===== src/rtl/ls_align_pkg.sv =====
package ls_align_pkg;
  localparam int unsigned LANES = 4;
  localparam int unsigned BYTE_W = 8;
  localparam int unsigned WORD_W = LANES * BYTE_W;
  localparam int unsigned WIN_W = 2 * WORD_W;

  // number of bytes touched by a size code
  function automatic logic [2:0] size_nbytes(input logic [1:0] sz);
    case (sz)
      2'b00:   return 3'd1;
      2'b01:   return 3'd2;
      default: return 3'd4;
    endcase
  endfunction

  function automatic logic crosses_word(input logic [1:0] off, input logic [2:0] n);
    return ({1'b0, off} + n) > 3'd4;
  endfunction

  // keep only the low n bytes
  function automatic logic [WORD_W-1:0] keep_low(input logic [WORD_W-1:0] d, input logic [2:0] n);
    case (n)
      3'd1:    return {24'h0, d[7:0]};
      3'd2:    return {16'h0, d[15:0]};
      default: return d;
    endcase
  endfunction

  // reverse the order of the low n bytes
  function automatic logic [WORD_W-1:0] swap_low(input logic [WORD_W-1:0] d, input logic [2:0] n);
    case (n)
      3'd1:    return {24'h0, d[7:0]};
      3'd2:    return {16'h0, d[7:0], d[15:8]};
      default: return {d[7:0], d[15:8], d[23:16], d[31:24]};
    endcase
  endfunction

  // lane slot of the last byte inside an 8-byte window, counted from the right
  function automatic logic [3:0] tail_slot(input logic [1:0] off, input logic [2:0] n);
    return 4'd8 - {2'b00, off} - {1'b0, n};
  endfunction

  // store data placed in a two-word window (upper word = first beat)
  function automatic logic [WIN_W-1:0] place_store(input logic [WORD_W-1:0] d, input logic [1:0] off,
                                                   input logic [2:0] n, input logic rev);
    logic [WORD_W-1:0] v;
    v = rev ? swap_low(d, n) : keep_low(d, n);
    return {32'h0, v} << {tail_slot(off, n), 3'b000};
  endfunction

  function automatic logic [2*LANES-1:0] place_enables(input logic [1:0] off, input logic [2:0] n);
    logic [2*LANES-1:0] m;
    case (n)
      3'd1:    m = 8'h01;
      3'd2:    m = 8'h03;
      default: m = 8'h0F;
    endcase
    return m << tail_slot(off, n);
  endfunction

  // select, optionally swap, then extend a load from a two-word window
  function automatic logic [WORD_W-1:0] format_load(input logic [WIN_W-1:0] win, input logic [1:0] off,
                                                    input logic [2:0] n, input logic sext, input logic rev);
    logic [WIN_W-1:0] s;
    logic [WORD_W-1:0] v;
    s = win << {off, 3'b000};
    case (n)
      3'd1:    v = {24'h0, s[63:56]};
      3'd2:    v = {16'h0, s[63:48]};
      default: v = s[63:32];
    endcase
    if (rev) v = swap_low(v, n);
    if (sext) begin
      case (n)
        3'd1:    v = {{24{v[7]}}, v[7:0]};
        3'd2:    v = {{16{v[15]}}, v[15:0]};
        default: v = v;
      endcase
    end
    return v;
  endfunction
endpackage


===== src/rtl/ls_store_place.sv =====
module ls_store_place
  import ls_align_pkg::*;
(
  input  logic [WORD_W-1:0]   wdata,
  input  logic [1:0]          off,
  input  logic [2:0]          nbytes,
  input  logic                rev,
  output logic [WIN_W-1:0]    win_data,
  output logic [2*LANES-1:0]  win_be
);
  always_comb begin
    win_data = place_store(wdata, off, nbytes, rev);
    win_be   = place_enables(off, nbytes);
  end
endmodule


===== src/rtl/ls_load_merge.sv =====
module ls_load_merge
  import ls_align_pkg::*;
(
  input  logic [WORD_W-1:0] rdata,
  input  logic [WORD_W-1:0] first_word,
  input  logic              split,
  input  logic [1:0]        off,
  input  logic [2:0]        nbytes,
  input  logic              sext,
  input  logic              rev,
  output logic [WORD_W-1:0] result
);
  logic [WIN_W-1:0] window;
  always_comb begin
    window = split ? {first_word, rdata} : {rdata, {WORD_W{1'b0}}};
    result = format_load(window, off, nbytes, sext, rev);
  end
endmodule


===== src/rtl/ls_beat_ctrl.sv =====
module ls_beat_ctrl
  import ls_align_pkg::*;
#(
  parameter int unsigned ADDR_W = 32
) (
  input  logic                clk,
  input  logic                rst_n,
  input  logic                req_valid,
  input  logic                req_store,
  input  logic [ADDR_W-1:0]   req_addr,
  input  logic [2:0]          req_n,
  input  logic                req_sext,
  input  logic                req_rev,
  input  logic [WIN_W-1:0]    win_data,
  input  logic [2*LANES-1:0]  win_be,
  input  logic [WORD_W-1:0]   mem_rdata,
  output logic                mem_en,
  output logic                mem_we,
  output logic [ADDR_W-1:0]   mem_addr,
  output logic [LANES-1:0]    mem_be,
  output logic [WORD_W-1:0]   mem_wdata,
  output logic                stall,
  output logic                ld_valid,
  output logic [1:0]          lf_off,
  output logic [2:0]          lf_n,
  output logic                lf_sext,
  output logic                lf_rev,
  output logic                lf_split,
  output logic [WORD_W-1:0]   first_word_q,
  output logic                split_start_w,
  output logic                ld_final_w
);
  logic                second_q;
  logic                ctx_store;
  logic [ADDR_W-1:0]   ctx_addr2;
  logic [LANES-1:0]    ctx_be;
  logic [WORD_W-1:0]   ctx_data;
  logic [1:0]          ctx_off;
  logic [2:0]          ctx_n;
  logic                ctx_sext;
  logic                ctx_rev;
  logic                ld_valid_q;
  logic                accept_w;
  logic [ADDR_W-1:0]   base_w;

  assign base_w        = {req_addr[ADDR_W-1:2], 2'b00};
  assign accept_w      = req_valid && !second_q;
  assign split_start_w = accept_w && crosses_word(req_addr[1:0], req_n);
  assign ld_final_w    = (accept_w && !req_store && !split_start_w) || (second_q && !ctx_store);
  assign stall         = second_q;
  assign ld_valid      = ld_valid_q;

  always_comb begin
    if (second_q) begin
      mem_en    = 1'b1;
      mem_we    = ctx_store;
      mem_addr  = ctx_addr2;
      mem_be    = ctx_store ? ctx_be : '0;
      mem_wdata = ctx_store ? ctx_data : '0;
    end else begin
      mem_en    = req_valid;
      mem_we    = req_valid && req_store;
      mem_addr  = base_w;
      mem_be    = (req_valid && req_store) ? win_be[2*LANES-1:LANES] : '0;
      mem_wdata = (req_valid && req_store) ? win_data[WIN_W-1:WORD_W] : '0;
    end
  end

  always_ff @(posedge clk or negedge rst_n) begin
    if (!rst_n) begin
      second_q     <= 1'b0;
      ctx_store    <= 1'b0;
      ctx_addr2    <= '0;
      ctx_be       <= '0;
      ctx_data     <= '0;
      ctx_off      <= '0;
      ctx_n        <= '0;
      ctx_sext     <= 1'b0;
      ctx_rev      <= 1'b0;
      ld_valid_q   <= 1'b0;
      lf_off       <= '0;
      lf_n         <= '0;
      lf_sext      <= 1'b0;
      lf_rev       <= 1'b0;
      lf_split     <= 1'b0;
      first_word_q <= '0;
    end else begin
      second_q   <= split_start_w;
      ld_valid_q <= ld_final_w;
      if (split_start_w) begin
        ctx_store <= req_store;
        ctx_addr2 <= base_w + ADDR_W'(4);
        ctx_be    <= win_be[LANES-1:0];
        ctx_data  <= win_data[WORD_W-1:0];
        ctx_off   <= req_addr[1:0];
        ctx_n     <= req_n;
        ctx_sext  <= req_sext;
        ctx_rev   <= req_rev;
      end
      if (second_q && !ctx_store) first_word_q <= mem_rdata;
      if (ld_final_w) begin
        if (second_q) begin
          lf_off   <= ctx_off;
          lf_n     <= ctx_n;
          lf_sext  <= ctx_sext;
          lf_rev   <= ctx_rev;
          lf_split <= 1'b1;
        end else begin
          lf_off   <= req_addr[1:0];
          lf_n     <= req_n;
          lf_sext  <= req_sext;
          lf_rev   <= req_rev;
          lf_split <= 1'b0;
        end
      end
    end
  end
endmodule


===== src/rtl/ls_align_fmt.sv =====
module ls_align_fmt
  import ls_align_pkg::*;
#(
  parameter int unsigned ADDR_W = 32
) (
  input  logic              clk,
  input  logic              rst_n,
  input  logic              req_valid,
  input  logic              req_store,
  input  logic [ADDR_W-1:0] req_addr,
  input  logic [1:0]        req_size,
  input  logic              req_sext,
  input  logic              req_rev,
  input  logic [31:0]       req_wdata,
  output logic              stall,
  output logic              mem_en,
  output logic              mem_we,
  output logic [ADDR_W-1:0] mem_addr,
  output logic [3:0]        mem_be,
  output logic [31:0]       mem_wdata,
  input  logic [31:0]       mem_rdata,
  output logic              ld_valid,
  output logic [31:0]       ld_data
);
  logic [2:0]          req_n;
  logic [WIN_W-1:0]    win_data;
  logic [2*LANES-1:0]  win_be;
  logic [1:0]          lf_off;
  logic [2:0]          lf_n;
  logic                lf_sext;
  logic                lf_rev;
  logic                lf_split;
  logic [WORD_W-1:0]   first_word_q;
  logic                split_start_w;
  logic                ld_final_w;

  assign req_n = size_nbytes(req_size);

  ls_store_place u_place (
    .wdata    (req_wdata),
    .off      (req_addr[1:0]),
    .nbytes   (req_n),
    .rev      (req_rev),
    .win_data (win_data),
    .win_be   (win_be)
  );

  ls_beat_ctrl #(.ADDR_W(ADDR_W)) u_ctrl (
    .clk           (clk),
    .rst_n         (rst_n),
    .req_valid     (req_valid),
    .req_store     (req_store),
    .req_addr      (req_addr),
    .req_n         (req_n),
    .req_sext      (req_sext),
    .req_rev       (req_rev),
    .win_data      (win_data),
    .win_be        (win_be),
    .mem_rdata     (mem_rdata),
    .mem_en        (mem_en),
    .mem_we        (mem_we),
    .mem_addr      (mem_addr),
    .mem_be        (mem_be),
    .mem_wdata     (mem_wdata),
    .stall         (stall),
    .ld_valid      (ld_valid),
    .lf_off        (lf_off),
    .lf_n          (lf_n),
    .lf_sext       (lf_sext),
    .lf_rev        (lf_rev),
    .lf_split      (lf_split),
    .first_word_q  (first_word_q),
    .split_start_w (split_start_w),
    .ld_final_w    (ld_final_w)
  );

  ls_load_merge u_merge (
    .rdata      (mem_rdata),
    .first_word (first_word_q),
    .split      (lf_split),
    .off        (lf_off),
    .nbytes     (lf_n),
    .sext       (lf_sext),
    .rev        (lf_rev),
    .result     (ld_data)
  );
endmodule


===== config.mk =====
export PLATFORM = sky130hd
export DESIGN_NAME = ls_align_fmt
export DESIGN_NICKNAME = d
export VERILOG_FILES = /design/src/rtl/ls_align_pkg.sv /design/src/rtl/ls_store_place.sv /design/src/rtl/ls_load_merge.sv /design/src/rtl/ls_beat_ctrl.sv /design/src/rtl/ls_align_fmt.sv
export SDC_FILE = /design/constraint.sdc
export NUM_CORES = 1
export LEC_CHECK = 0
export BUFFER_PORTS_ARGS = -buffer_cell sky130_fd_sc_hd__buf_4
export CORE_MARGIN = 10
export CORE_UTILIZATION = 40
export CTS_CLUSTER_SIZE = 10
export DETAILED_ROUTE_END_ITERATION = 8
export HOLD_SLACK_MARGIN = 0.05
export PLACE_DENSITY = 0.61
export RECOVER_POWER = 25
export SYNTH_ARGS = -nofsm -noshare
export SYNTH_HDL_FRONTEND = slang
export SYNTH_HIERARCHICAL = 1
export SYNTH_SLANG_ARGS = --single-unit

===== constraint.sdc =====
create_clock -name clk -period 3.2 [get_ports clk]
set_input_delay 0.32 -clock clk [delete_from_list [all_inputs] [get_ports clk]]
set_output_delay 0.32 -clock clk [all_outputs]
set_load 0.05 [all_outputs]

==> Word level (Yosys, flattened, before mapping) <==
Index checks and enable logic that the tools add are counted.
{ "totals": {"register_bits": 118, "in_bits": 104} }
{ "op_classes": {"n_addsub": 4, "order_cmp": 1, "muxes": 25, "eq_ne": 5, "n_shift": 3, "n_reduce_logical": 12} }
{ "op_table": {"columns": ["operator", "n"], "rows": [
  ["$pmux W32 S2", 5],
  ["$mux W32", 7],
  ["$mux W64", 1],
  ["$shl A32 B7 Y64", 1],
  ["$shl A64 B5 Y64", 1],
  ["$add A32 B3 Y32 const B", 1],
  ["$mux W4", 3],
  ["$pmux W4 S2", 1],
  ["$shl A4 B4 Y8", 1],
  ["$eq A3 B1 Y1 const B", 2],
  ["$eq A3 B2 Y1 const B", 2],
  ["$logic_and A1 B1 Y1", 6],
  ["$pmux W3 S2", 1],
  ["$mux W1", 5],
  ["$logic_not A1 Y1", 4],
  ["$sub A4 B2 Y4 const A", 1],
  ["$sub A4 B3 Y4", 1],
  ["$add A2 B3 Y3", 1],
  ["$gt A3 B3 Y1 const B", 1],
  ["$mux W3", 1],
  ["$eq A2 B1 Y1 const B", 1],
  ["$logic_not A2 Y1", 1],
  ["$mux W2", 1],
  ["$logic_or A1 B1 Y1", 1]
]} }

==> Depth between registers and ports, before layout <==
{ "logic_depth": {"word_depth": 8, "ltp_mapped": 13, "depth_no_buf": 10} }

==> Modules after synthesis <==
Netlist, hierarchy kept.
{ "by_module_without_submodules": {"columns": ["mod", "area_each_um2", "seq_area_each_um2", "instances", "cells_each"], "rows": [
  ["ls_beat_ctrl", 5765.5, 2902.8, 1, 481],
  ["ls_store_place", 2628.8, 0.0, 1, 426],
  ["ls_load_merge", 2431.1, 0.0, 1, 302],
  ["ls_align_fmt", 13.8, 0.0, 1, 3]
]} }

==> Worst setup path after synthesis <==
OpenSTA, ideal clock, no wires.
{ "synth_timing": {"path_type": "input to output", "start": "input port req_size[1]", "end": "output port mem_wdata[10]", "arrival_ns": 3.317, "t_required_ns": 2.880, "path_buffers": 2, "path_stages": 11, "setup_slack_ns": -0.437, "path_cell_list": "nor2_1 -> clkbuf_1 -> inv_1 -> ha_1 -> ha_1 -> fa_1 -> buf_2 -> nor3b_1 -> a32oi_1 -> a21oi_1 -> a22o_1"} }
{ "synth_via": {"elab_chain_len": 8, "elab_cells_between_ends": 12, "classes_between": "add/sub (1); eq/ne (3); shift (1); mux (6); reduce/logical (1)"} }
{ "synth_rtl": {"columns": ["item", "line", "rtl"], "rows": [
  ["start: declaration", "ls_align_fmt.sv:11", "input logic [1:0] req_size,"],
  ["$eq A2 B1 Y1 or $logic_not A2 Y1 (tied branches)", "ls_align_pkg.sv:9", "case (sz)"],
  ["$pmux W3 S2 (*)", "ls_align_pkg.sv:9", null],
  ["$eq A3 B2 Y1 or $eq A3 B1 Y1 (tied branches)", "ls_align_pkg.sv:22, ls_align_pkg.sv:31", null],
  ["$pmux W32 S2 (on tied branches)", "ls_align_pkg.sv:31, ls_align_pkg.sv:22", null],
  ["$mux W32", "ls_align_pkg.sv:47", "v = rev ? swap_low(d, n) : keep_low(d, n);"],
  ["$shl A32 B7 Y64 (*)", "ls_align_pkg.sv:48", "return {32'h0, v} << {tail_slot(off, n), 3'b000};"],
  ["named net win_data[42]", "ls_align_fmt.sv:26", "logic [WIN_W-1:0] win_data;"],
  ["$mux W32 (*)", "ls_beat_ctrl.sv:65", "mem_wdata = (req_valid && req_store) ? win_data[WIN_W-1:WORD_W] : '0;"],
  ["$mux W32 (*)", "ls_beat_ctrl.sv:54", "if (second_q) begin"],
  ["end: declaration", "ls_align_fmt.sv:20", "output logic [31:0] mem_wdata,"]
]} }
Mark *: on every way through the listed nets, which the timed path passes. The rest lies on a longest branch.

==> Worst setup path in the final report <==
{ "layout_timing": {"start": "input port req_size[0]", "end": "output port mem_wdata[0]"} }
{ "layout_via": {"elab_chain_len": 8, "elab_cells_between_ends": 12, "classes_between": "add/sub (1); eq/ne (3); shift (1); mux (6); reduce/logical (1)"} }
{ "layout_rtl": {"columns": ["item", "line", "rtl"], "rows": [
  ["$eq A2 B1 Y1 or $logic_not A2 Y1 (tied branches)", "ls_align_pkg.sv:9", null],
  ["$pmux W3 S2 (*)", "ls_align_pkg.sv:9", null],
  ["named net req_n[1]", "ls_align_fmt.sv:25", "logic [2:0] req_n;"],
  ["$eq A3 B2 Y1 or $eq A3 B1 Y1 (tied branches)", "ls_align_pkg.sv:22, ls_align_pkg.sv:31", null],
  ["$pmux W32 S2 (on tied branches)", "ls_align_pkg.sv:31, ls_align_pkg.sv:22", null],
  ["$mux W32", "ls_align_pkg.sv:47", null],
  ["$shl A32 B7 Y64 (*)", "ls_align_pkg.sv:48", null],
  ["named net win_data[32]", "ls_align_fmt.sv:26", null],
  ["$mux W32 (*)", "ls_beat_ctrl.sv:65", null],
  ["$mux W32 (*)", "ls_beat_ctrl.sv:54", null]
]} }
Marked as above.

==> impl_metrics.json <==
{
  "run_status": "finished, violations left",
  "violations": "max-capacitance violations",
  "p_leak_nw": 5.68,
  "critical_path.max_stage_delay_ps": 410,
  "slowest_stage": "fa_2",
  "yosys_warnings": 6,
  "final_common_cell": "buf_4",
  "core_area_mm2": 0.0268,
  "final_cell_mix": "buf_4 (258), dfrtp_1 (112), mux2_2 (102), nor2_1 (90), a21oi_1 (87)",
  "cp_num_buf_inv": 4,
  "hold_viol_final": 0,
  "worstPathCellList": "buf_4 -> nor2b_2 -> ha_1 -> inv_1 -> ha_2 -> fa_2 -> or2_4 -> o21ai_4 -> buf_6 -> nand3_1 -> a32oi_2 -> a22o_2 -> buf_8",
  "slew_headroom_pct": 0.0860,
  "crit_fanout": 7,
  "routed_wl_mm": 41.4,
  "synthAdderAreaFrac_pct": 0.947,
  "post-route-drc-count": 0,
  "grt_pass1_vias": 10594,
  "synth_cell_types": 80,
  "vias_per_cell": 6.17,
  "dr.pass1.iters": 5,
  "cp.required_ps": 2880,
  "vias": 10880,
  "syn-cell-area_mm2": 0.0108,
  "fin_skew_ps": 4.35,
  "ioPinCount": 208,
  "grt_pass1_wl_mm": 63.2,
  "synth-main-ff-cell": "dfrtp_1",
  "io_buffer_count": 205,
  "dieArea_mm2": 0.0341,
  "synth_seq_cells": 116,
  "cts_tree": "yes",
  "synth-compound-area-share_pct": 23.5,
  "p_per_area_mw_per_mm2": 783,
  "cts_made_buffers": 17,
  "fmax_mhz": 318,
  "synth_top_family_by_area": "compound AO/OA/AOI/OAI gates",
  "path_clk_slew_ps": 60,
  "grt_usage_pct": 23.5,
  "nets": 1519,
  "detail-route-antenna-nets": 0,
  "setup_slack_ps": 58.6,
  "arrival_ps": 2820,
  "slew_violations": 0,
  "die_w_um": 185,
  "cts.sinks": 116,
  "synthMuxAreaShare_pct": 23.3,
  "startpoint_type": "input port",
  "stdcell_count": 1763,
  "ys_seq_area_share_pct": 26.8,
  "synth_edf_count": 0,
  "drt-wirelength-per-cell_um": 23.5,
  "worst_pin_slew_ps": 1500,
  "htree_levels": 4,
  "synth_area_per_cell_um2": 8.94,
  "cap_viol_max_count": 1,
  "total_power_mw": 10.8,
  "peakVddDrop_mv": 0.570,
  "pre_cts_slack_ps": -81.0,
  "hp-class": "input port to flop",
  "setup-violations-final": 0,
  "yosys.area_share.simple_pct": 17.5,
  "grt_max_degree": 82,
  "drive_gt1_share_pct": 37.8,
  "start_util_pct": 40.4,
  "syn_to_final_growth_pct": 27.3,
  "syn_inst": 1212,
  "tns_ps": 0,
  "first_iter_violations": 1197,
  "clk_path_buf_depth": 2,
  "rows": 60,
  "rsz0062_at_grt": "yes",
  "insertion_delay_ps": 440,
  "gp_congestion": 0.980,
  "antenna_found_initial": 1,
  "async_reset_ff_share_pct": 100,
  "die-height_um": 185,
  "fin_crit_ps": 3140,
  "crit_path_end_kind": "output port",
  "path_class": "input port to output port",
  "finalCritPeriodShare_pct": 98.2,
  "synth-xor-area-share_pct": 1.54,
  "root_buffer": "clkbuf_16",
  "cp_top_family": "adder cells",
  "whs_ps": 105,
  "hpwl_mm": 30.7,
  "overflow": 0,
  "dp_cells": 1726
}
==> Yosys cell counts (all sizes together) (9+ instances only) <==
| cell type | number | share of area, % |
|---|---|---|
| xnor2 | 10 | 0.81 |
| nor2b | 10 | 0.65 |
| nor2 | 92 | 3.2 |
| mux2i | 57 | 5.4 |
| or3b | 9 | 0.73 |
| a22oi | 17 | 1.2 |
| o22ai | 16 | 0.92 |
| a21oi | 91 | 4.3 |
| nand4 | 13 | 1.2 |
| o31ai | 9 | 0.75 |
| a32oi | 22 | 1.8 |
| or4 | 9 | 0.69 |
| xor2 | 9 | 0.73 |
| dfrtp | 116 | 27 |
| clkbuf | 39 | 1.4 |
| nor3 | 10 | 0.46 |
| o21ai | 80 | 3.7 |
| mux2 | 130 | 14 |
| mux4 | 21 | 4.4 |
| nand2 | 65 | 2.3 |
| nand2b | 30 | 1.7 |
| a22o | 37 | 3.1 |
| a211oi | 10 | 0.74 |
| o211ai | 11 | 0.76 |
| a221oi | 10 | 0.98 |
| buf | 67 | 3.8 |
| inv | 37 | 1.3 |
| nand3 | 38 | 1.8 |
| a31oi | 33 | 1.9 |
==> registers in the layout, indices dropped and copies added (netlist names) <==
signal / flops
u_ctrl/first_word_q: 32
u_ctrl/ctx_data: 32
u_ctrl/stall: 1
u_ctrl/ctx_rev: 1
u_ctrl/ctx_off: 2
u_ctrl/ctx_sext: 1
u_ctrl/ctx_store: 1
u_ctrl/lf_split: 1
u_ctrl/ctx_addr2: 30
u_ctrl/lf_rev: 1
u_ctrl/ctx_be: 4
u_ctrl/ld_valid: 1
u_ctrl/lf_n: 3
u_ctrl/lf_sext: 1
u_ctrl/ctx_n: 3
u_ctrl/lf_off: 2
==> logic make-up after synthesis <==
logic type | count (synthesis)
DFF | 116
and+or+nand+nor | 343
other | 1
AOI/OAI and AO/OA | 374
buffers and inverters | 144
adders and majority gates | 7
muxes | 208
xor gates and xnor gates | 19
==> per-stage QoR <==
stage	cell area, um2	utilization [%]
after floorplan	11000	-
after global placement	13000	48.5
after detailed placement	13000	48.5
after CTS	13600	50.6
after global routing	13800	51.5
final	13800	51.5
==> report_power, final <==
part	internal, mW	switching, mW
combinational	2.50	4.20
sequential	1.94	0.375
clock	0.988	0.798
==> layer usage <==
metal / track usage (%) / vias up / wire (um)
met4: 5.30 / 0 / 667
met2: 33.9 / 483 / 17600
met3: 6.56 / 51 / 3890
li1: - / 5002 / -
met5: 0 / - / 0
met1: 33.8 / 5344 / 19200
==> worst paths after layout <==
path	from	endpoint	slack (ps)	depth (start not counted)
hold / removal	req_sext	u_ctrl/ctx_sext	110	2
setup / recovery	req_size[0]	mem_wdata[0]	60	13
max in group asynchronous	rst_n	u_ctrl/ctx_data[9]	810	3
min in group asynchronous	rst_n	u_ctrl/ctx_off[1]	790	2
setup reg to reg	u_ctrl/stall	u_ctrl/lf_sext	1050	6
hold reg to reg	u_ctrl/ctx_sext	u_ctrl/ctx_sext	480	1
==> final cells by class <==
class	count	area (um2)
antenna	1	2.50
timing repair buffer	282	2240
fill	2525	13000
sequential	116	2910
inverter	38	146
clock buffer	17	425
clock inverter	15	110
multi-input combinational	953	7530
tap	341	427
==> repair_timing <==
item | 4_1_cts | 5_1_grt
endpoints found under the setup margin | 45 | 56
hold buffers | 1 | 0
gates cloned | 0 | 0
hold endpoints to repair | 51 | 0
setup buffers | 0 | 3
pin swaps | 0 | 13
resized for setup | 7 | 45
Note: power is estimated with default switching activity, not from simulation.
